### config.mk
export PLATFORM = sky130hd
export DESIGN_NAME = sflash_cmd_seq
export DESIGN_NICKNAME = d
export VERILOG_FILES = /design/src/rtl/sflash_cmd_seq.sv
export SDC_FILE = /design/constraint.sdc
export NUM_CORES = 1
export LEC_CHECK = 0
export ABC_AREA = 0
export BUFFER_PORTS_ARGS = -buffer_cell sky130_fd_sc_hd__buf_2
export CAP_MARGIN = 5
export CORE_MARGIN = 2
export CORE_UTILIZATION = 25
export DETAILED_ROUTE_END_ITERATION = 6
export PLACE_DENSITY_LB_ADDON = 0.2
export SLEW_MARGIN = 20
export SYNTH_ARGS = -nofsm -noshare
export SYNTH_HDL_FRONTEND = slang
export SYNTH_SLANG_ARGS = --single-unit
### constraint.sdc
create_clock -name clk -period 8.8 [get_ports clk]
set_clock_uncertainty 0.1 [all_clocks]
set_input_delay 1.32 -clock clk [delete_from_list [all_inputs] [get_ports clk]]
set_output_delay 1.32 -clock clk [all_outputs]
set_load 0.03 [all_outputs]
### src/rtl/sflash_cmd_seq.sv
module sflash_cmd_seq #(
  parameter int LEN_W  = 16,
  parameter int DCYC_W = 5
) (
  input  logic        clk,
  input  logic        rst_n,
  input  logic        reg_we,
  input  logic [2:0]  reg_sel,
  input  logic [31:0] reg_wdata,
  output logic [1:0]  fmode_q,
  output logic        abort_q,
  input  logic [7:0]  wbyte,
  output logic        wbyte_take,
  output logic [7:0]  rbyte,
  output logic        rbyte_valid,
  output logic        sck_en,
  output logic        cs_n,
  output logic [7:0]  io_out,
  output logic [7:0]  io_oe,
  input  logic [7:0]  io_in,
  output logic        busy,
  output logic        done_flag,
  output logic        err_flag
);
  localparam int CW = (DCYC_W > 6) ? DCYC_W : 6;
  localparam logic [2:0] SEL_CTRL = 3'd0, SEL_COMM = 3'd1, SEL_DUMMY = 3'd2,
                         SEL_DLEN = 3'd3, SEL_ADDR = 3'd4, SEL_INST = 3'd5,
                         SEL_CLR  = 3'd6;

  typedef enum logic [2:0] {S_IDLE, S_INST, S_ADDR, S_DUMMY, S_DATA} phase_t;

  phase_t state, nxt;
  logic [1:0] fmode;
  logic abort_r, rvalid_r, done_r, err_r;
  logic [2:0] imode, amode, dmode;
  logic [1:0] asz;
  logic [DCYC_W-1:0] dcyc;
  logic [LEN_W-1:0] dlen, left;
  logic [31:0] addr_r, sh;
  logic [7:0] inst_r, acc, rbyte_r;
  logic [CW-1:0] cnt;

  function automatic phase_t pick(input logic [2:0] p, input logic [2:0] im, am, dm,
                                  input logic dz);
    phase_t r = S_IDLE;
    if (p <= 3'd4 && dm != 3'd0) r = S_DATA;
    if (p <= 3'd3 && !dz)        r = S_DUMMY;
    if (p <= 3'd2 && am != 3'd0) r = S_ADDR;
    if (p <= 3'd1 && im != 3'd0) r = S_INST;
    return r;
  endfunction

  wire busy_w   = state != S_IDLE;
  wire wr_ctrl  = reg_we && reg_sel == SEL_CTRL;
  wire wr_idle  = reg_we && !busy_w;
  wire do_abort = wr_ctrl && reg_wdata[2];
  wire trig     = wr_idle && ((reg_sel == SEL_INST && amode == 3'd0) ||
                              (reg_sel == SEL_ADDR && amode != 3'd0));
  wire bad      = fmode[1] || imode > 3'd4 || amode > 3'd4 || dmode > 3'd4;
  wire go       = trig && !bad;

  wire [2:0] cur_mode = (state == S_INST) ? imode : (state == S_ADDR) ? amode :
                        (state == S_DATA) ? dmode : 3'd0;
  wire [3:0] lines = (cur_mode == 3'd0) ? 4'd0 : 4'd1 << (cur_mode - 3'd1);
  wire [7:0] mask  = 8'((9'd1 << lines) - 9'd1);
  wire [7:0] grp   = sh[31:24] >> (4'd8 - lines);
  wire [7:0] acc_n = (acc << lines) | (io_in & mask);
  wire       drive = state == S_INST || state == S_ADDR || (state == S_DATA && fmode == 2'd0);

  wire last_cyc   = cnt == CW'(1);
  wire more_bytes = state == S_DATA && left != '0;
  wire adv        = go || (busy_w && last_cyc && !more_bytes);
  wire [2:0] from = go ? 3'd1 : 3'(state) + 3'd1;
  assign nxt = pick(from, imode, amode, dmode, dcyc == '0);

  wire [7:0]  inst_v = (reg_we && reg_sel == SEL_INST) ? reg_wdata[7:0] : inst_r;
  wire [31:0] addr_v = (reg_we && reg_sel == SEL_ADDR) ? reg_wdata : addr_r;
  wire [2:0]  nmode  = (nxt == S_INST) ? imode : (nxt == S_ADDR) ? amode : dmode;
  wire [CW-1:0] byte_cyc = CW'(4'd8 >> (nmode - 3'd1));
  wire [CW-1:0] dat_cyc  = CW'(4'd8 >> (dmode - 3'd1));
  wire [5:0]    abits    = {1'b0, asz, 3'b000} + 6'd8;

  assign wbyte_take = !do_abort && fmode == 2'd0 &&
                      ((adv && nxt == S_DATA) || (more_bytes && last_cyc));

  always_ff @(posedge clk or negedge rst_n) begin
    if (!rst_n) begin
      state <= S_IDLE; fmode <= 2'd0; abort_r <= 1'b0; rvalid_r <= 1'b0;
      done_r <= 1'b0; err_r <= 1'b0; imode <= 3'd0; amode <= 3'd0; dmode <= 3'd0;
      asz <= 2'd0; dcyc <= '0; dlen <= '0; left <= '0; addr_r <= '0; sh <= '0;
      inst_r <= '0; acc <= '0; rbyte_r <= '0; cnt <= '0;
    end else begin
      rvalid_r <= 1'b0;
      abort_r  <= do_abort;
      if (wr_idle && reg_sel == SEL_CTRL)  fmode <= reg_wdata[1:0];
      if (wr_idle && reg_sel == SEL_COMM) begin
        imode <= reg_wdata[2:0]; amode <= reg_wdata[5:3];
        asz   <= reg_wdata[7:6]; dmode <= reg_wdata[10:8];
      end
      if (wr_idle && reg_sel == SEL_DUMMY) dcyc   <= reg_wdata[DCYC_W-1:0];
      if (wr_idle && reg_sel == SEL_DLEN)  dlen   <= reg_wdata[LEN_W-1:0];
      if (wr_idle && reg_sel == SEL_ADDR)  addr_r <= reg_wdata;
      if (wr_idle && reg_sel == SEL_INST)  inst_r <= reg_wdata[7:0];
      if (reg_we && reg_sel == SEL_CLR) begin
        if (reg_wdata[0]) done_r <= 1'b0;
        if (reg_wdata[1]) err_r  <= 1'b0;
      end
      if (trig && bad) err_r <= 1'b1;

      if (do_abort) begin
        state <= S_IDLE;
        cnt   <= '0;
      end else if (busy_w || go) begin
        if (state == S_DATA && fmode == 2'd1) begin
          acc <= acc_n;
          if (last_cyc) begin rbyte_r <= acc_n; rvalid_r <= 1'b1; end
        end
        if (adv) begin
          state <= nxt;
          case (nxt)
            S_INST:  begin sh <= {inst_v, 24'd0}; cnt <= byte_cyc; end
            S_ADDR:  begin sh <= addr_v << {2'd3 - asz, 3'b000};
                           cnt <= CW'(abits >> (amode - 3'd1)); end
            S_DUMMY: begin sh <= '0; cnt <= CW'(dcyc); end
            S_DATA:  begin sh <= {wbyte, 24'd0}; cnt <= byte_cyc; left <= dlen; acc <= '0; end
            default: begin cnt <= '0; done_r <= 1'b1; end
          endcase
        end else if (last_cyc) begin
          left <= left - 1'b1;
          cnt  <= dat_cyc;
          sh   <= {wbyte, 24'd0};
        end else begin
          cnt <= cnt - 1'b1;
          sh  <= sh << lines;
        end
      end
    end
  end

  assign fmode_q     = fmode;
  assign abort_q     = abort_r;
  assign rbyte       = rbyte_r;
  assign rbyte_valid = rvalid_r;
  assign sck_en      = busy_w;
  assign cs_n        = !busy_w;
  assign busy        = busy_w;
  assign io_oe       = drive ? mask : 8'd0;
  assign io_out      = drive ? (grp & mask) : 8'd0;
  assign done_flag   = done_r;
  assign err_flag    = err_r;

  p_abort_stops_r11: assert property (@(posedge clk) disable iff (!rst_n)
    do_abort |=> (cs_n && io_oe == 8'd0 && abort_q));
  p_abort_selfclear_r11: assert property (@(posedge clk) disable iff (!rst_n)
    abort_q |=> !abort_q);
  p_lane_mask_r3: assert property (@(posedge clk) disable iff (!rst_n)
    !cs_n |-> (io_oe inside {8'h00, 8'h01, 8'h03, 8'h0F, 8'hFF}));
  p_take_on_write_r7: assert property (@(posedge clk) disable iff (!rst_n)
    wbyte_take |-> fmode_q == 2'd0);
  p_rvalid_on_read_r8: assert property (@(posedge clk) disable iff (!rst_n)
    rbyte_valid |-> (fmode_q == 2'd1 && io_oe == 8'd0));
  p_bad_no_start_r10: assert property (@(posedge clk) disable iff (!rst_n)
    (trig && bad) |=> (cs_n && err_flag));
  p_busy_cfg_hold_r12: assert property (@(posedge clk) disable iff (!rst_n)
    (busy_w && reg_we && reg_sel == SEL_COMM) |=>
      (imode == $past(imode) && amode == $past(amode) && dmode == $past(dmode)));
  p_busy_cs_r9: assert property (@(posedge clk) disable iff (!rst_n)
    busy == !cs_n);
endmodule

Yosys cells after proc, flatten, opt, wreduce, memory -nomap -nowiden:

Index checks and enable logic that the tools add are counted.

* register bits after elaboration: 151
* word-level logic and storage cells: 179

* add/subtract/negate cells: 11
* $lt $le $gt $ge: 7
* equal/unequal tests: 17
* shift-type cells: 9
* muxes and demuxes: 45
* bitwise operators: 4
* reductions and logical operators: 67

Operators by type and width (count)
* one-hot mux 32 bit (4 select lines): 1
* two-way mux 32 bit: 3
* two-way mux 16 bit: 3
* two-way mux 8 bit: 6
* two-way mux 3 bit: 13
* << shifter 32 x 4 -> 32 bit: 1
* << shifter 32 x 5 -> 32 bit: 1
* logical AND 1 bit: 30
* two-way mux 6 bit: 4
* one-hot mux 6 bit (3 select lines): 1
* AND 8 bit: 2
* nonzero test 16 bit: 1
* subtractor 16 x 1 -> 16 bit, second input constant: 1
* equality test 3 x 2 -> 1 bit, second input constant: 5
* equality test 3 bit, second input constant: 5
* two-way mux 1 bit: 13
* nonzero test 3 bit: 4
* >> shifter 4 x 3 -> 6 bit, first input constant: 2
* subtractor 3 x 1 -> 3 bit, second input constant: 4
* nonzero test 2 bit: 5
* equality test 3 x 1 -> 1 bit, second input constant: 3
* greater-than comparator 3 bit, second input constant: 3
* logical NOT 3 bit: 3
* logical OR 1 bit: 9
* other kinds (29): 37

Longest topological paths before layout:

Gate-level depths: netlist (run 1).

* depth after elaboration: 22
* gate-level depth with buffers: 24
* depth with buffers taken out: 20

Worst setup path before layout (run 1):

Ideal clock, no wire load.

* path type: register -> output
* start: reg state[0]
* end: out io_out[1]
* arrival time: 5.313 ns
* slack: 2.067 ns
* stages on the path, launching flop included: 20
* path buffers: 4
* cells stage by stage: dfrtp_1 > inv_1 > ha_1 > a21boi_1 > nor3_2 > clkbuf_1 > nor2_1 > ha_1 > nor2b_1 > clkbuf_1 > o31ai_1 > nor2_1 > inv_1 > buf_4 > buf_4 > ha_1 > ha_1 > nand2_1 > ha_1 > a2111oi_0

* word-level cells in the longest chain between the ends: 11
* elaborated cells on any way between the ends: 19

Ends and longest elaborated chain
* start, declared: RTL line 32 `phase_t state, nxt;`
* start signal, assigned: RTL line 119 `state <= nxt;`
* equality test 3 bit: RTL line 63, 68
* two-way mux 3 bit: RTL line 63 `(state == S_DATA) ? dmode : 3'd0;`
* two-way mux 3 bit (2 in a row): RTL line 62 `wire [2:0] cur_mode = (state == S_INST) ? imode : (state == S_ADDR) ? amode :`
* subtractor 3 x 1 -> 3 bit: RTL line 64 `wire [3:0] lines = (cur_mode == 3'd0) ? 4'd0 : 4'd1 << (cur_mode - 3'd1);`
* << shifter 1 x 3 -> 4 bit: RTL line 64
* two-way mux 4 bit: RTL line 64
* subtractor 4 bit or << shifter 1 x 4 -> 8 bit (tied branches): RTL line 66, 65
* >> shifter 8 x 4 -> 8 bit or subtractor 8 x 1 -> 8 bit (tied branches): RTL line 66, 65
* AND 8 bit: RTL line 148 `assign io_out = drive ? (grp & mask) : 8'd0;`
* two-way mux 8 bit *: RTL line 148
* end, declared: RTL line 18 `output logic [7:0] io_out,`

Every way passes the cells marked *; elsewhere a longest branch is shown, timed or not.

Final worst setup path (run 1):

* start: reg state[0]
* end: out io_out[6]

Same word-level chain as after synthesis.

==> summary.txt, run 1 <==
Global route
  • Antenna violations before repair: 1
  • Total track usage: 17.11%
  • Largest net degree at the start of global routing: 90
  • Vias in the first global route: 9,349
  • Grt ovf: 0
  • First-pass GRT wire length: 57,530 um

Layout
  • Share of post-route cells with drive strength above 1: 20.21%
  • Most frequent cells in the layout: 151 x dfrtp_1, 107 x nand2_1, 97 x nor2_1, 96 x o21ai_0, 86 x buf_2
  • Layout area overhead: 14.49%
  • Most common cell after layout, fill and taps aside: dfrtp_1
  • Ant. Diodes: 0
  • Final net count: 1,314
  • Filler Cell Count: 4,479

Floorplan
  • # IOs: 88
  • Effective utilization at floorplan: 25.25%
  • Chip height: 209.4 um
  • Core area: 0.04176 sq mm
  • DIE AREA: 0.04383 sq mm
  • Die X-Extent: 209.4 um
  • Rows: 75

Logic synthesis
  • Synth Area in Simple Gates: 16.86%
  • Main synth FF type: dfrtp_1
  • Seq/Total Area, Yosys: 35.84%
  • FF+latch count, synth: 151
  • Number of library cell types mapped by synthesis: 88
  • Post-synthesis xor/xnor area fraction: 0.4154%
  • Synth Area per Inst: 8.837 sq um
  • Post-Synth Adder-Cell Area: 2.492%
  • Post-synthesis mux area share: 16.53%
  • FFs w/ async S/R, synth: 100.0%
  • Largest family of logic cells by synthesized area: compound AO/OA/AOI/OAI gates
  • Ys Warns: 0
  • Mapped Nets: 1,268
  • Post-Synthesis Cells: 1,193
  • Complex-gate fraction of the synthesized area: 22.95%
  • Post-synth EDFFs: 0
  • Cell Area, Synth: 0.01054 sq mm

Drt
  • DRC: 0
  • Iter 0 DRT Violations: 805
  • Avg WL per Cell: 20.91 um
  • Via-per-instance ratio: 5.423
  • DRT Pass-1 Iters: 6
  • Total Routed Length: 37,460 um
  • Antenna-violating nets left: 0
  • Vias: 9,712

Clock network
  • Clock latency on the worst-skew pair: 0.45 ns
  • CTS tree: done
  • TritonCTS Sinks: 151
  • Clock transition at path regs: 0.07 ns
  • Htree depth: 4
  • Bufs on Longest Clock Path: 2
  • Setup Fix Bufs, Post-CTS: 0
  • CTS Root Cell: clkbuf_16
  • CTS buffer count: 17
  • Post-cts sizing count: 0
  • Cts hold-fix bufs: 0

Timing
  • Max Fclk: 0.1278 GHz
  • Worst setup margin: 0.9731 ns
  • Period utilization: 88.94%
  • Fin. Hold Viols: 0
  • RSZ-0062 raised after global routing: false
  • Setup Viol. Count Final: 0
  • Setup tns final: 0 ns
  • Slew headroom: 30.55%
  • Final Max Tran Viols: 0
  • Pin slew with the least headroom to its limit: 1.032 ns
  • Tmin final: 7.827 ns

Setup path
  • Worst path arrival time: 6.41 ns
  • WP buf/inv: 6
  • Crit-path max cell delay: 0.71 ns
  • Crit-path cells: inv_1, ha_1, a21boi_0, nor3_1, nor2_1, ha_1, nor2b_1, o31ai_2, nor2_1, buf_4, inv_1, buf_4, ha_1, ha_1, nand2_1, ha_1, inv_1, a2111oi_0, o21ai_1, o311ai_1, nor4_1, buf_2
  • Crit start category: register
  • Most frequent cell on the critical path: ha_1
  • Slowest-stage cell, CP: nor3_1
  • Highest fanout seen on the critical path: 49
  • CP endpoint kind: output pin
  • Crit path required time: 7.38 ns
  • Setup Crit Path Kind: reg2out
  • Crit path max-delay family: simple AND/OR/NAND/NOR gates

Placed design
  • Pre-CTS setup slack: 1.449 ns
  • Hpwl dp: 27,540 um
  • Gpl congestion: 0.8723
  • # port buffers: 87

Min path
  • Worst hold path type: reg2reg

Pwr
  • Peak supply drop: 0.1651 mV
  • Pwr Total: 0.005657 W
  • Leakage: 4.960 nW
  • PD cells: 468.6 mW/mm^2

Run status
  • Outcome: completed

Flow run
  • Max cap viols: 0
## final timing paths
check,start,end,slack (ns),depth (start not counted)
max,state[0],io_out[6],0.97,22
min,rbyte[2],rbyte[2],0.37,2
max reg2reg,state[0],rbyte[6],2.36,22
min reg2reg,rbyte[2],rbyte[2],0.37,2
max in group asynchronous,rst_n,left[2],6.36,2
min in group asynchronous,rst_n,sh[15],0.85,1
## cells in the mapped netlist (all sizes together), types with 8 or more instances
cell type  count  area, sq um
dfrtp        151         3779
nand2        107        401.6
o21ai        104        520.5
nor2          99        376.6
a21oi         89        464.2
mux2          83        934.7
mux2i         74        740.7
nand3         56        285.3
buf           43        246.5
clkbuf        39        147.6
inv           32        122.6
nor3          29        150.1
a31oi         25        162.6
ha            21        262.8
o211ai        17        127.6
a211oi        14        110.1
a22o          13        113.9
or3           12        80.08
nand2b        11        68.82
nand4          9        56.30
o21a           9        67.56
a22oi          8        60.06
nor2b          8        50.05
o221ai         8        70.07
o22ai          8        50.05
## logic make-up (layout without fill, tap and decap cells)
family | count (synthesis) | count (layout)
muxes | 160 | 160
and+or+nand+nor | 374 | 374
adders and majority gates | 21 | 21
buffers and inverters | 114 | 173
DFF | 151 | 151
AOI/OAI and AO/OA | 368 | 368
xor gates and xnor gates | 5 | 5
## flip-flops by register name, indices dropped and copies added (netlist names)
signal       count
err_flag         1
abort_q          1
dmode            3
done_flag        1
state            3
inst_r           8
amode            3
dcyc             5
imode            3
asz              2
rbyte_valid      1
addr_r          32
sh              32
dlen            16
cnt              6
acc              8
fmode_q          2
rbyte            8
left            16
## cell type report
type	instances	area, sq um	share of cell area [%]
clock buffer	19	442.9	3.670
sequential	151	3779	31.31
clock inverter	13	143.9	1.192
timing repair buffer	109	606.8	5.027
tap	539	674.4	5.587
multi-input combinational	928	6301	52.20
inverter	32	122.6	1.016
## stage by stage
step                std cells  util [%]  cell area (sq um)  hold slack, ns
finish                   1791     28.90              12070          0.3747
global route             1791     28.90              12070          0.4140
CTS                      1791     28.89              12070          0.3786
detailed placement       1759     27.49              11480          0.3655
global placement         1759     27.49              11480          0.3655
floorplan                1193         -              10540          0.3737
## metal layers
metal,track usage (%),wire [um],up-vias
met5,0,16,-
met4,5.616,904,2
met3,3.442,2024,59
met2,26.56,16910,329
met1,23.77,17600,4773
li1,-,-,4549
## worst register-to-register path, cell delays in order, from the launching register on
cell and delay [ns]:
dfrtp_1 0.43, inv_1 0.16, ha_1 0.30, a21boi_0 0.29, nor3_1 0.71, nor2_1 0.13
ha_1 0.33, nor2b_1 0.47, o31ai_2 0.30, nor2_1 0.16, buf_4 0.29, inv_1 0.07
buf_4 0.28, ha_1 0.34, ha_1 0.24, nand2_1 0.15, ha_1 0.26, inv_1 0.09
a2111oi_0 0.36, o21ai_1 0.11, o311ai_1 0.18, o211ai_1 0.26, o32a_1 0.33
## power breakdown
| part | internal, W | leakage, nW | switching [W] |
|---|---|---|---|
| Clock | 0.000428 | 0.288 | 0.000330 |
| Sequential | 0.00100 | 1.89 | 0.000309 |
| Combinational | 0.00128 | 2.78 | 0.00231 |
No activity file was read; power rests on OpenSTA's default activity.
==> inputs of run 2 (changes only) <==
--- a/config.mk
+++ b/config.mk
@@ -5,7 +5,7 @@
 export SDC_FILE = /design/constraint.sdc
 export NUM_CORES = 1
 export LEC_CHECK = 0
-export ABC_AREA = 0
+export ABC_AREA = 1
 export BUFFER_PORTS_ARGS = -buffer_cell sky130_fd_sc_hd__buf_2
 export CAP_MARGIN = 5
 export CORE_MARGIN = 2
==> run 2 against run 1 <==
Core utilization fell by 0.65 points; worst hold slack improved by 0.0051 ns; worst setup slack improved by 0.72 ns; global-route usage rose by 0.83 points; final area rose by 6.0%; register-to-register slack improved by 1.1 ns; maximum frequency rose by 10%; critical endpoint is now io_out[2]; largest power group unchanged; highest routed layer unchanged.
==> summary.txt, run 2 <==
Drt
  • Avg WL per Cell: 17.38 um
  • Antenna-violating nets left: 0
  • DRC: 0
  • Total Routed Length: 41,650 um
  • Iter 0 DRT Violations: 1,116
  • Via-per-instance ratio: 4.766
  • Vias: 11.42k
  • DRT Pass-1 Iters: 6

Timing
  • Final Max Tran Viols: 0
  • Setup tns final: 0 ns
  • Hold slack: 0.3797 ns
  • Tmin final: 7.111 ns
  • Setup Viol. Count Final: 0
  • Period utilization: 80.81%
  • Fin. Hold Viols: 0
  • Pin slew with the least headroom to its limit: 0.9272 ns
  • RSZ-0062 raised after global routing: false
  • Max Fclk: 0.1406 GHz
  • Slew headroom: 37.71%

Setup path
  • R2R setup slack: 3.50 ns
  • Crit path required time: 7.38 ns
  • CP endpoint kind: output pin
  • Setup Crit Path Kind: reg2out
  • Most frequent cell on the critical path: inv_1
  • Highest fanout seen on the critical path: 36
  • Slowest-stage cell, CP: nor2_4
  • Crit-path max cell delay: 0.59 ns
  • WP buf/inv: 7
  • Crit start category: register
  • Crit path max-delay family: simple AND/OR/NAND/NOR gates
  • Crit-path cells: inv_1, ha_1, nand3_1, nand3_1, o21ai_4, nand2_1, inv_1, ha_1, inv_1, nor2_4, inv_1, nor2_8, nand2_4, clkinv_2, ha_1, inv_1, nand2_1, nand2_1, nand2_1, a311oi_2, buf_2
  • Worst path arrival time: 5.69 ns

Flow run
  • Max cap viols: 0

Global route
  • Total track usage: 17.94%
  • First-pass GRT wire length: 65,440 um
  • Antenna violations before repair: 2
  • Grt ovf: 0
  • Largest net degree at the start of global routing: 88
  • Vias in the first global route: 10.89k

Min path
  • Worst hold path type: reg2reg

Clock network
  • CTS tree: done
  • Clock latency on the worst-skew pair: 0.46 ns
  • Setup Fix Bufs, Post-CTS: 0
  • Post-cts sizing count: 0
  • TritonCTS Sinks: 151
  • Htree depth: 4
  • CTS Root Cell: clkbuf_16
  • Cts hold-fix bufs: 0
  • CTS buffer count: 17
  • Bufs on Longest Clock Path: 2
  • Clock transition at path regs: 0.07 ns

Placed design
  • DP Area: 0.01225 sq mm
  • Hpwl dp: 31,200 um
  • Gpl congestion: 0.8967
  • # port buffers: 87
  • Placed insts: 2,364

Floorplan
  • Core area: 0.04528 sq mm
  • DIE AREA: 0.04749 sq mm
  • Die X-Extent: 217.9 um
  • Chip height: 217.9 um
  • # IOs: 88
  • Effective utilization at floorplan: 25.27%
  • Rows: 78

Logic synthesis
  • FFs w/ async S/R, synth: 100.0%
  • Commonest cells post-synth: 587 x nand2_1, 186 x inv_1, 176 x o21ai_0
  • Seq/Total Area, Yosys: 33.03%
  • Main synth FF type: dfrtp_1
  • Synth Area per Inst: 6.523 sq um
  • Mapped Nets: 1,829
  • Top-count cell post-synth: nand2_1
  • Number of library cell types mapped by synthesis: 56
  • Post-synth EDFFs: 0
  • Area leader, netlist: dfrtp_1
  • Top cell type's share of synthesized area: 33.03%
  • Post-Synthesis Cells: 1,754
  • Ys Warns: 0
  • FF+latch count, synth: 151
  • Synth area leaders: dfrtp_1 33%, nand2_1 19%, o21ai_0 7.7%, nand3_1 7.0%, inv_1 6.1%
  • Cell Area, Synth: 0.01144 sq mm

Layout
  • Final net count: 1,858
  • Share of post-route cells with drive strength above 1: 11.02%
  • Most frequent cells in the layout: 587 x nand2_1, 186 x inv_1, 176 x o21ai_0, 160 x nand3_1, 151 x dfrtp_1
  • Final Util: 28.25%
  • Filler Cell Count: 5,107
  • Finished Layout Cells: 2,396
  • Ant. Diodes: 0
  • Top flop regs: addr_r: 32 flops, sh: 32 flops
  • Most common cell after layout, fill and taps aside: nand2_1
  • Layout area overhead: 11.82%
  • Seq. cell area: 0.003779 sq mm
  • Area occupied by multi-input gates: 0.006454 sq mm
  • Fin area: 0.01279 sq mm

Pwr
  • Peak supply drop: 0.1431 mV
  • Leakage: 6.530 nW
  • PD cells: 343.4 mW/mm^2

Run status
  • Outcome: completed
[run 2: cells by family after synthesis]
kind of cell / synth area share (%)
and+or+nand+nor: 37.67
AOI/OAI and AO/OA: 15.24
buffers and inverters: 10.56
DFF: 33.03
adders and majority gates: 2.297
xor gates and xnor gates: 0.9952
muxes: 0.1968
[run 2: metal layers]
layer	global-route usage, %	share of wire [%]
met4	4.626	1.8
met1	25.47	49
met2	28.02	44
met5	0	0.050
met3	3.068	4.9
[run 2: worst reg2reg max path: stages (launching register included)]
cell      delay [ns]
dfrtp_1         0.40
inv_1           0.14
ha_1            0.25
nand3_1         0.11
nand3_1         0.15
o21ai_4         0.18
nand2_1         0.10
inv_1           0.04
ha_1            0.26
inv_1           0.06
nor2_4          0.59
inv_1           0.42
nor2_8          0.39
nand2_4         0.32
clkinv_2        0.50
ha_1            0.36
nand3_1         0.12
xnor2_1         0.23
nand2_1         0.11
nand2_1         0.09
nand2_1         0.08
a21o_1          0.20
nand2_1         0.05
[run 2: area by class of cell]
class	instances	share of cell area (%)
multi-input cells	1320	50.45
flip-flops and latches	151	29.54
well taps	600	5.868
inverters	194	5.721
repair buffers	99	4.156
clock buffers	18	3.355
clock inverters	14	0.9193
[run 2: final timing paths]
kind / startpoint / to / cells past startpoint
setup reg to reg: state[0] / acc[2] / 22
max in group asynchronous: rst_n / addr_r[16] / 2
hold reg to reg: rbyte[0] / rbyte[0] / 2
min in group asynchronous: rst_n / rbyte_valid / 1
hold / removal: rbyte[0] / rbyte[0] / 2
setup / recovery: state[0] / io_out[2] / 21
[run 2: report_power, final]
part           internal [W]  leakage (nW)  total [W]  switching, W
sequential         0.000973          1.92    0.00119      0.000214
combinational      0.000751          4.35    0.00249       0.00174
clock              0.000368         0.259   0.000715      0.000347
total               0.00209          6.53    0.00439       0.00230
[run 2: per-stage QoR]
stage	worst slack, ns	power (W)
3_3_place_gp	2.248	0.003687
4_1_cts	1.721	0.004434
5_1_grt	1.181	0.004837
3_5_place_dp	2.214	0.003693
2_1_floorplan	2.772	0.003010
6_report	1.689	0.004393
